$ cat src/rtl/pd_seq_pkg.sv
package pd_seq_pkg;

  typedef enum logic [4:0] {
    ST_IDLE,
    ST_U_SW1, ST_U_SW2, ST_U_PG, ST_U_CLK, ST_U_ISO, ST_U_RST,
    ST_U_SRAM, ST_U_SRAMW, ST_U_FENCE, ST_U_FENCEW, ST_FIN_UP,
    ST_D_FENCE, ST_D_FENCEW, ST_D_SRAM, ST_D_SRAMW, ST_D_ISO,
    ST_D_RST, ST_D_CLK, ST_D_SW1, ST_D_SW2, ST_D_PG, ST_FIN_DOWN
  } seq_state_e;

  typedef enum logic [1:0] {
    DOM_OFF,
    DOM_ON,
    DOM_UNKNOWN
  } dom_state_e;

  function automatic logic is_wait_state(seq_state_e s);
    return (s == ST_U_PG) || (s == ST_U_SRAMW) || (s == ST_U_FENCEW) ||
           (s == ST_D_FENCEW) || (s == ST_D_SRAMW) || (s == ST_D_PG);
  endfunction

endpackage

$ cat src/rtl/pd_wait_timer.sv
module pd_wait_timer #(
  parameter int TIMEOUT = 1024
) (
  input  logic clk,
  input  logic rst,
  input  logic waiting,
  output logic expired
);
  localparam int CW = $clog2(TIMEOUT + 1);
  localparam logic [CW-1:0] RELOAD = CW'(TIMEOUT - 1);

  logic [CW-1:0] cnt_q;

  // Reloads whenever the sequencer is outside a wait state, so each
  // wait starts with a full window.
  always_ff @(posedge clk) begin
    if (rst || !waiting) begin
      cnt_q <= RELOAD;
    end else if (cnt_q != '0) begin
      cnt_q <= cnt_q - 1'b1;
    end
  end

  assign expired = waiting && (cnt_q == '0);
endmodule

$ cat src/rtl/pd_ack_eval.sv
module pd_ack_eval #(
  parameter int ACK_W = 4,
  parameter logic [ACK_W-1:0] SRAM_ACK_MASK = '1,
  parameter int FENCE_W = 4,
  parameter logic [FENCE_W-1:0] FENCE_MASK = '1
) (
  input  logic               pg_main_i,
  input  logic               pg_aux_i,
  input  logic [ACK_W-1:0]   sram_ack_i,
  input  logic [FENCE_W-1:0] fence_ack_i,
  output logic               pg_up,
  output logic               pg_down,
  output logic               sram_awake,
  output logic               sram_asleep,
  output logic               fence_open,
  output logic               fence_closed
);
  logic [ACK_W-1:0]   sram_sel;
  logic [FENCE_W-1:0] fence_sel;

  assign sram_sel  = sram_ack_i & SRAM_ACK_MASK;
  assign fence_sel = fence_ack_i & FENCE_MASK;

  assign pg_up        = pg_main_i & pg_aux_i;
  assign pg_down      = ~pg_main_i & ~pg_aux_i;
  assign sram_awake   = (sram_sel == '0);
  assign sram_asleep  = (sram_sel == SRAM_ACK_MASK);
  assign fence_open   = (fence_sel == '0);
  assign fence_closed = (fence_sel == FENCE_MASK);
endmodule

$ cat src/rtl/pd_sequencer.sv
module pd_sequencer
  import pd_seq_pkg::*;
#(
  parameter int SRAM_W = 4,
  parameter int ACK_W = 4,
  parameter logic [ACK_W-1:0] SRAM_ACK_MASK = '1,
  parameter int FENCE_W = 4,
  parameter logic [FENCE_W-1:0] FENCE_MASK = '1,
  parameter int TIMEOUT = 1024
) (
  input  logic               clk,
  input  logic               rst,
  input  logic               req_up_i,
  input  logic               req_down_i,
  input  logic               pg_main_i,
  input  logic               pg_aux_i,
  input  logic [ACK_W-1:0]   sram_ack_i,
  input  logic [FENCE_W-1:0] fence_ack_i,
  output logic               sw_main_o,
  output logic               sw_aux_o,
  output logic               clk_off_o,
  output logic               iso_o,
  output logic               rst_n_o,
  output logic [SRAM_W-1:0]  sram_pd_o,
  output logic               fence_req_o,
  output logic               done_o,
  output logic               busy_o,
  output logic               err_o
);
  localparam logic HAS_FENCE = (FENCE_MASK != '0);
  localparam logic HAS_SACK  = (SRAM_ACK_MASK != '0);

  seq_state_e state_q;
  dom_state_e dom_q;
  logic waiting, expired, wait_ok;
  logic pg_up, pg_down, sram_awake, sram_asleep, fence_open, fence_closed;

  pd_ack_eval #(
    .ACK_W(ACK_W), .SRAM_ACK_MASK(SRAM_ACK_MASK),
    .FENCE_W(FENCE_W), .FENCE_MASK(FENCE_MASK)
  ) u_ack (
    .pg_main_i(pg_main_i), .pg_aux_i(pg_aux_i),
    .sram_ack_i(sram_ack_i), .fence_ack_i(fence_ack_i),
    .pg_up(pg_up), .pg_down(pg_down),
    .sram_awake(sram_awake), .sram_asleep(sram_asleep),
    .fence_open(fence_open), .fence_closed(fence_closed)
  );

  assign waiting = is_wait_state(state_q);

  pd_wait_timer #(.TIMEOUT(TIMEOUT)) u_timer (
    .clk(clk), .rst(rst), .waiting(waiting), .expired(expired)
  );

  always_comb begin
    case (state_q)
      ST_U_PG:     wait_ok = pg_up;
      ST_U_SRAMW:  wait_ok = sram_awake;
      ST_U_FENCEW: wait_ok = fence_open;
      ST_D_FENCEW: wait_ok = fence_closed;
      ST_D_SRAMW:  wait_ok = sram_asleep;
      ST_D_PG:     wait_ok = pg_down;
      default:     wait_ok = 1'b0;
    endcase
  end

  always_ff @(posedge clk) begin
    if (rst) begin
      state_q     <= ST_IDLE;
      dom_q       <= DOM_OFF;
      sw_main_o   <= 1'b0;
      sw_aux_o    <= 1'b0;
      clk_off_o   <= 1'b1;
      iso_o       <= 1'b1;
      rst_n_o     <= 1'b0;
      sram_pd_o   <= '1;
      fence_req_o <= HAS_FENCE;
      done_o      <= 1'b0;
      err_o       <= 1'b0;
    end else begin
      done_o <= 1'b0;
      err_o  <= 1'b0;
      if (waiting && !wait_ok && expired) begin
        // Abort: controls stay where they are, domain state becomes unknown.
        err_o   <= 1'b1;
        dom_q   <= DOM_UNKNOWN;
        state_q <= ST_IDLE;
      end else begin
        case (state_q)
          ST_IDLE: begin
            if (req_down_i) begin
              if (dom_q == DOM_OFF) done_o <= 1'b1;
              else state_q <= HAS_FENCE ? ST_D_FENCE : ST_D_SRAM;
            end else if (req_up_i) begin
              if (dom_q == DOM_ON) done_o <= 1'b1;
              else state_q <= ST_U_SW1;
            end
          end
          ST_U_SW1: begin sw_main_o <= 1'b1; state_q <= ST_U_SW2; end
          ST_U_SW2: begin sw_aux_o  <= 1'b1; state_q <= ST_U_PG;  end
          ST_U_PG:  if (wait_ok) state_q <= ST_U_CLK;
          ST_U_CLK: begin clk_off_o <= 1'b0; state_q <= ST_U_ISO; end
          ST_U_ISO: begin iso_o     <= 1'b0; state_q <= ST_U_RST; end
          ST_U_RST: begin rst_n_o   <= 1'b1; state_q <= ST_U_SRAM; end
          ST_U_SRAM: begin
            sram_pd_o <= '0;
            state_q   <= HAS_SACK ? ST_U_SRAMW : (HAS_FENCE ? ST_U_FENCE : ST_FIN_UP);
          end
          ST_U_SRAMW: if (wait_ok) state_q <= HAS_FENCE ? ST_U_FENCE : ST_FIN_UP;
          ST_U_FENCE: begin fence_req_o <= 1'b0; state_q <= ST_U_FENCEW; end
          ST_U_FENCEW: if (wait_ok) state_q <= ST_FIN_UP;
          ST_FIN_UP: begin
            done_o  <= 1'b1;
            dom_q   <= DOM_ON;
            state_q <= ST_IDLE;
          end
          ST_D_FENCE: begin fence_req_o <= 1'b1; state_q <= ST_D_FENCEW; end
          ST_D_FENCEW: if (wait_ok) state_q <= ST_D_SRAM;
          ST_D_SRAM: begin
            sram_pd_o <= '1;
            state_q   <= HAS_SACK ? ST_D_SRAMW : ST_D_ISO;
          end
          ST_D_SRAMW: if (wait_ok) state_q <= ST_D_ISO;
          ST_D_ISO: begin iso_o     <= 1'b1; state_q <= ST_D_RST; end
          ST_D_RST: begin rst_n_o   <= 1'b0; state_q <= ST_D_CLK; end
          ST_D_CLK: begin clk_off_o <= 1'b1; state_q <= ST_D_SW1; end
          ST_D_SW1: begin sw_main_o <= 1'b0; state_q <= ST_D_SW2; end
          ST_D_SW2: begin sw_aux_o  <= 1'b0; state_q <= ST_D_PG;  end
          ST_D_PG:  if (wait_ok) state_q <= ST_FIN_DOWN;
          ST_FIN_DOWN: begin
            done_o  <= 1'b1;
            dom_q   <= DOM_OFF;
            state_q <= ST_IDLE;
          end
          default: state_q <= ST_IDLE;
        endcase
      end
    end
  end

  assign busy_o = (state_q != ST_IDLE);
endmodule

$ cat config.mk
export PLATFORM = sky130hd
export DESIGN_NAME = pd_sequencer
export DESIGN_NICKNAME = d
export VERILOG_FILES = /design/src/rtl/pd_seq_pkg.sv /design/src/rtl/pd_wait_timer.sv /design/src/rtl/pd_ack_eval.sv /design/src/rtl/pd_sequencer.sv
export SDC_FILE = /design/constraint.sdc
export NUM_CORES = 1
export LEC_CHECK = 0
export BUFFER_PORTS_ARGS = -buffer_cell sky130_fd_sc_hd__buf_2
export CORE_AREA = 8 8 66 68
export CTS_CLUSTER_DIAMETER = 60
export DETAILED_ROUTE_END_ITERATION = 10
export DIE_AREA = 0 0 74 76
export HOLD_SLACK_MARGIN = 0.08
export PLACE_DENSITY = 0.78
export SLEW_MARGIN = 20
export SYNTH_ARGS = -nofsm -noshare
export SYNTH_HDL_FRONTEND = slang
export SYNTH_SLANG_ARGS = --single-unit
$ cat constraint.sdc
create_clock -name clk -period 2.75 [get_ports clk]
set_clock_uncertainty 0.2 [all_clocks]
set_input_delay 0.1375 -clock clk [delete_from_list [all_inputs] [get_ports clk]]
set_output_delay 0.1375 -clock clk [all_outputs]
set_load 0.01 [all_outputs]
==> reports/qor.txt <==
ANT nets after route = 0
Inserted Diodes = 0
Number of global-route vias before repair = 1447
Worst-margin pin slew = 666.5 ps
DP HPWL = 2595 um
Vias per cell = 5.478
RSZ-0062 raised after global routing = no
Die ar. = 5624 um^2
Synth cell types = 54
Total Routed Length = 3610 um
Crit path capture = state_q[1]
Clock slew at reported path FFs = 160 ps
Synthesis Warnings = 0
Internal Power = 759.9 uW
Syn nets = 218
Share of the synthesized area in the top cell type = 33.36%
Crit. path cell count = 5
Crit path required time = 2810 ps
Clock power frac = 13.6%
GR Layer Usage met1 = 18.97%
Layout cell share with drive strength beyond 1 = 18.92%
FF-to-FF setup slack = 270 ps
Utilization after layout = 52.18%
# fillers = 343
Setup violations, final = 0
Max clock buf depth = 2
Synth top area cells = dfxtp_1 (33%), nand2_1 (6.0%), nor2_1 (3.9%), a21oi_1 (3.7%), mux2i_1 (3.1%)
Clk_lat worst skew = 320 ps
Post-layout min period = 2485 ps
Core area = 3441 um^2
Pleak = 0.0006851 uW
Worst hold slack = 151.6 ps
Initial Utilization = 47.09%
Max Cap Viol = 0
Commonest cells after routing, fill and taps aside = dfxtp_1 (27), nand2_1 (26), buf_2 (26)
EDFF count, synth = 0
Largest delay share family, worst path = simple AND/OR/NAND/NOR gates
Die X = 74 um
Sequential power share = 41.5%
1st-iter DRT viols = 141
IO Port Bufs = 26
Routing usage on met3 = 2.237%
CP Buf/Inv Count = 0
FF/Latch Area = 540.5 um^2
Synth Register Bits = 27
Die Ht = 76 um
Critical path's largest stage delay = 710 ps
Nets@finish = 238
Largest net degree at the start of global routing = 18
Placed cell count = 264
R2R depth = 5
Post-route clock period utilization = 90.35%
Row cnt = 22
Crit-path cells = nand2_1 > or3_1 > o21ai_1 > and3_1 > mux2i_1
Most common flop cell mapped by yosys = dfxtp_1
Fin worst setup slack = 265.3 ps
Sw frac = 42.35%
Clock tree from TritonCTS = built
Per-cell routed wire length = 13.37 um
Cells after synthesis = 203
Worst R2R Start = state_q[2]
Avg Cell Area, Syn = 7.982 um^2
Outcome = finished, final reports clean
Final cell count without fillers = 270
P_sw = 558.3 uW
Ys async rst share = 0%
Cell taking the most area after synthesis = dfxtp_1
CP startpoint = state_q[2]
Rel. slew slack = 55.16%
First-pass GRT wire length = 6437 um
Clock sinks = 27
Seq/Total Area, Yosys = 33.36%
Mapped Area = 1620 um^2
Hold crit path type = primary input to flop
Data arrival, critical path = 2550 ps
Pre-CTS WS = 369.5 ps
VDD IR max = 0.3669 mV
Drt pass-1 iters = 4
Routability cong. = 0.9188
Gr ovfl total = 0
Total track usage = 13.48%
Total number of vias = 1479
Worst Setup Start Kind = flop
Crit Path Max Fanout = 17
Setup TNS = 0 ps
Initial antenna violation count = 0
Comb pwr share = 44.9%
CP Capture Type = flop
Grt met2 use = 20.86%
I/O Pins = 27
Grt peak-use layer = met2
Drt drc = 0
Clk root buf = clkbuf_4
Reg2reg end = state_q[1]
Slowest stage cell, crit path = dfxtp_1
Max Fclk = 0.4025 GHz
Pwr/cell area = 734.2 nW/um^2
TritonCTS buffer count = 3
Most common cell after layout, fill and taps aside = dfxtp_1
Multi-input gate area = 962.2 um^2
Critical Setup Path Class = flop to flop
Htree depth = 1
Area growth syn-to-layout = 10.81%
Slew Limit Fails = 0
Final Hold Vio Count = 0
[tightest hold or removal path: stages]
cell and delay (ps):
buf_2 100, nor2b_1 120, mux2i_1 120, or3_1 110, a21oi_1 60
[cell usage after synthesis (2+ instances only)]
master and number:
dfxtp_1 27, nand3_1 9, nor2_1 17, a21o_1 3, xnor2_1 4, xor2_1 4
nor2b_1 2, nand3b_1 2, o21bai_1 2, o21ai_0 9, nand2b_1 8, buf_1 2
nor3_1 4, nor4_1 7, buf_4 4, a31oi_1 4, inv_1 5, buf_2 7
o41ai_1 2, clkbuf_1 3, or3_1 3, nand2_1 26, a21oi_1 12, mux2i_1 5
and3_1 2, o21ai_1 2
[cells by family after synthesis]
family	Yosys count	synth area share, %
AO/OA/AOI/OAI	46	19.54
XOR/XNOR	8	4.324
adder cells (fa/ha/maj)	1	0.7721
buffers and inverters	23	7.259
flip-flops	27	33.36
multiplexers	5	3.089
AND/OR/NAND/NOR	93	31.66
[per-stage QoR]
step / total power (uW) / area, um^2
floorplan: 1009 / 1620
global placement: 1131 / 1745
detailed placement: 1135 / 1745
CTS: 1322 / 1795
global route: 1419 / 1795
finish: 1318 / 1795
[area by class of cell]
| cell class | count | share of cell area [%] |
|---|---|---|
| clock buffer | 3 | 1.254 |
| clock inverter | 1 | 0.4181 |
| inverter | 6 | 1.254 |
| multi-input combinational | 153 | 53.59 |
| sequential | 27 | 30.10 |
| tap | 48 | 3.345 |
| timing repair buffer | 32 | 10.03 |
[power groups by stage]
stage	Combinational [uW]	Sequential [uW]	Clock [uW]
5_1_grt	658	561	201
3_3_place_gp	581	550	0
2_1_floorplan	493	516	0
6_report	592	547	179
4_1_cts	588	546	188
3_5_place_dp	581	554	0
[how the worst min path moves through the flow]
stage / end / start / cells after the start
3_3_place_gp: sw_aux_o / sw_aux_o / 2
2_1_floorplan: fence_req_o / rst / 2
4_1_cts: done_o / req_up_i / 5
6_report: done_o / req_up_i / 5
3_5_place_dp: u_timer.cnt_q[4] / u_timer.cnt_q[4] / 2
5_1_grt: done_o / req_up_i / 5
[repair_timing]
item                                   in CTS  in global routing
resized for setup                           0                  0
hold buffers                                2                  0
buffers inserted                            0                  0
endpoints found under the hold margin       7                  0
[state kept, by name, indices dropped and copies added, names as in the netlist]
register	cells
u_timer.cnt_q	11
state_q	5
dom_q	2
clk_off_o	1
done_o	1
err_o	1
fence_req_o	1
iso_o	1
rst_n_o	1
sram_pd_o	1
sw_aux_o	1
sw_main_o	1
[layer usage]
metal	vias to the layer above	part of all wire (%)	routed length (um)
li1	762	-	-
met1	678	49	1755
met2	37	46	1647
met3	2	5.2	188
met4	0	0.53	19
met5	-	0	0
(Power assumes the default switching activity.)
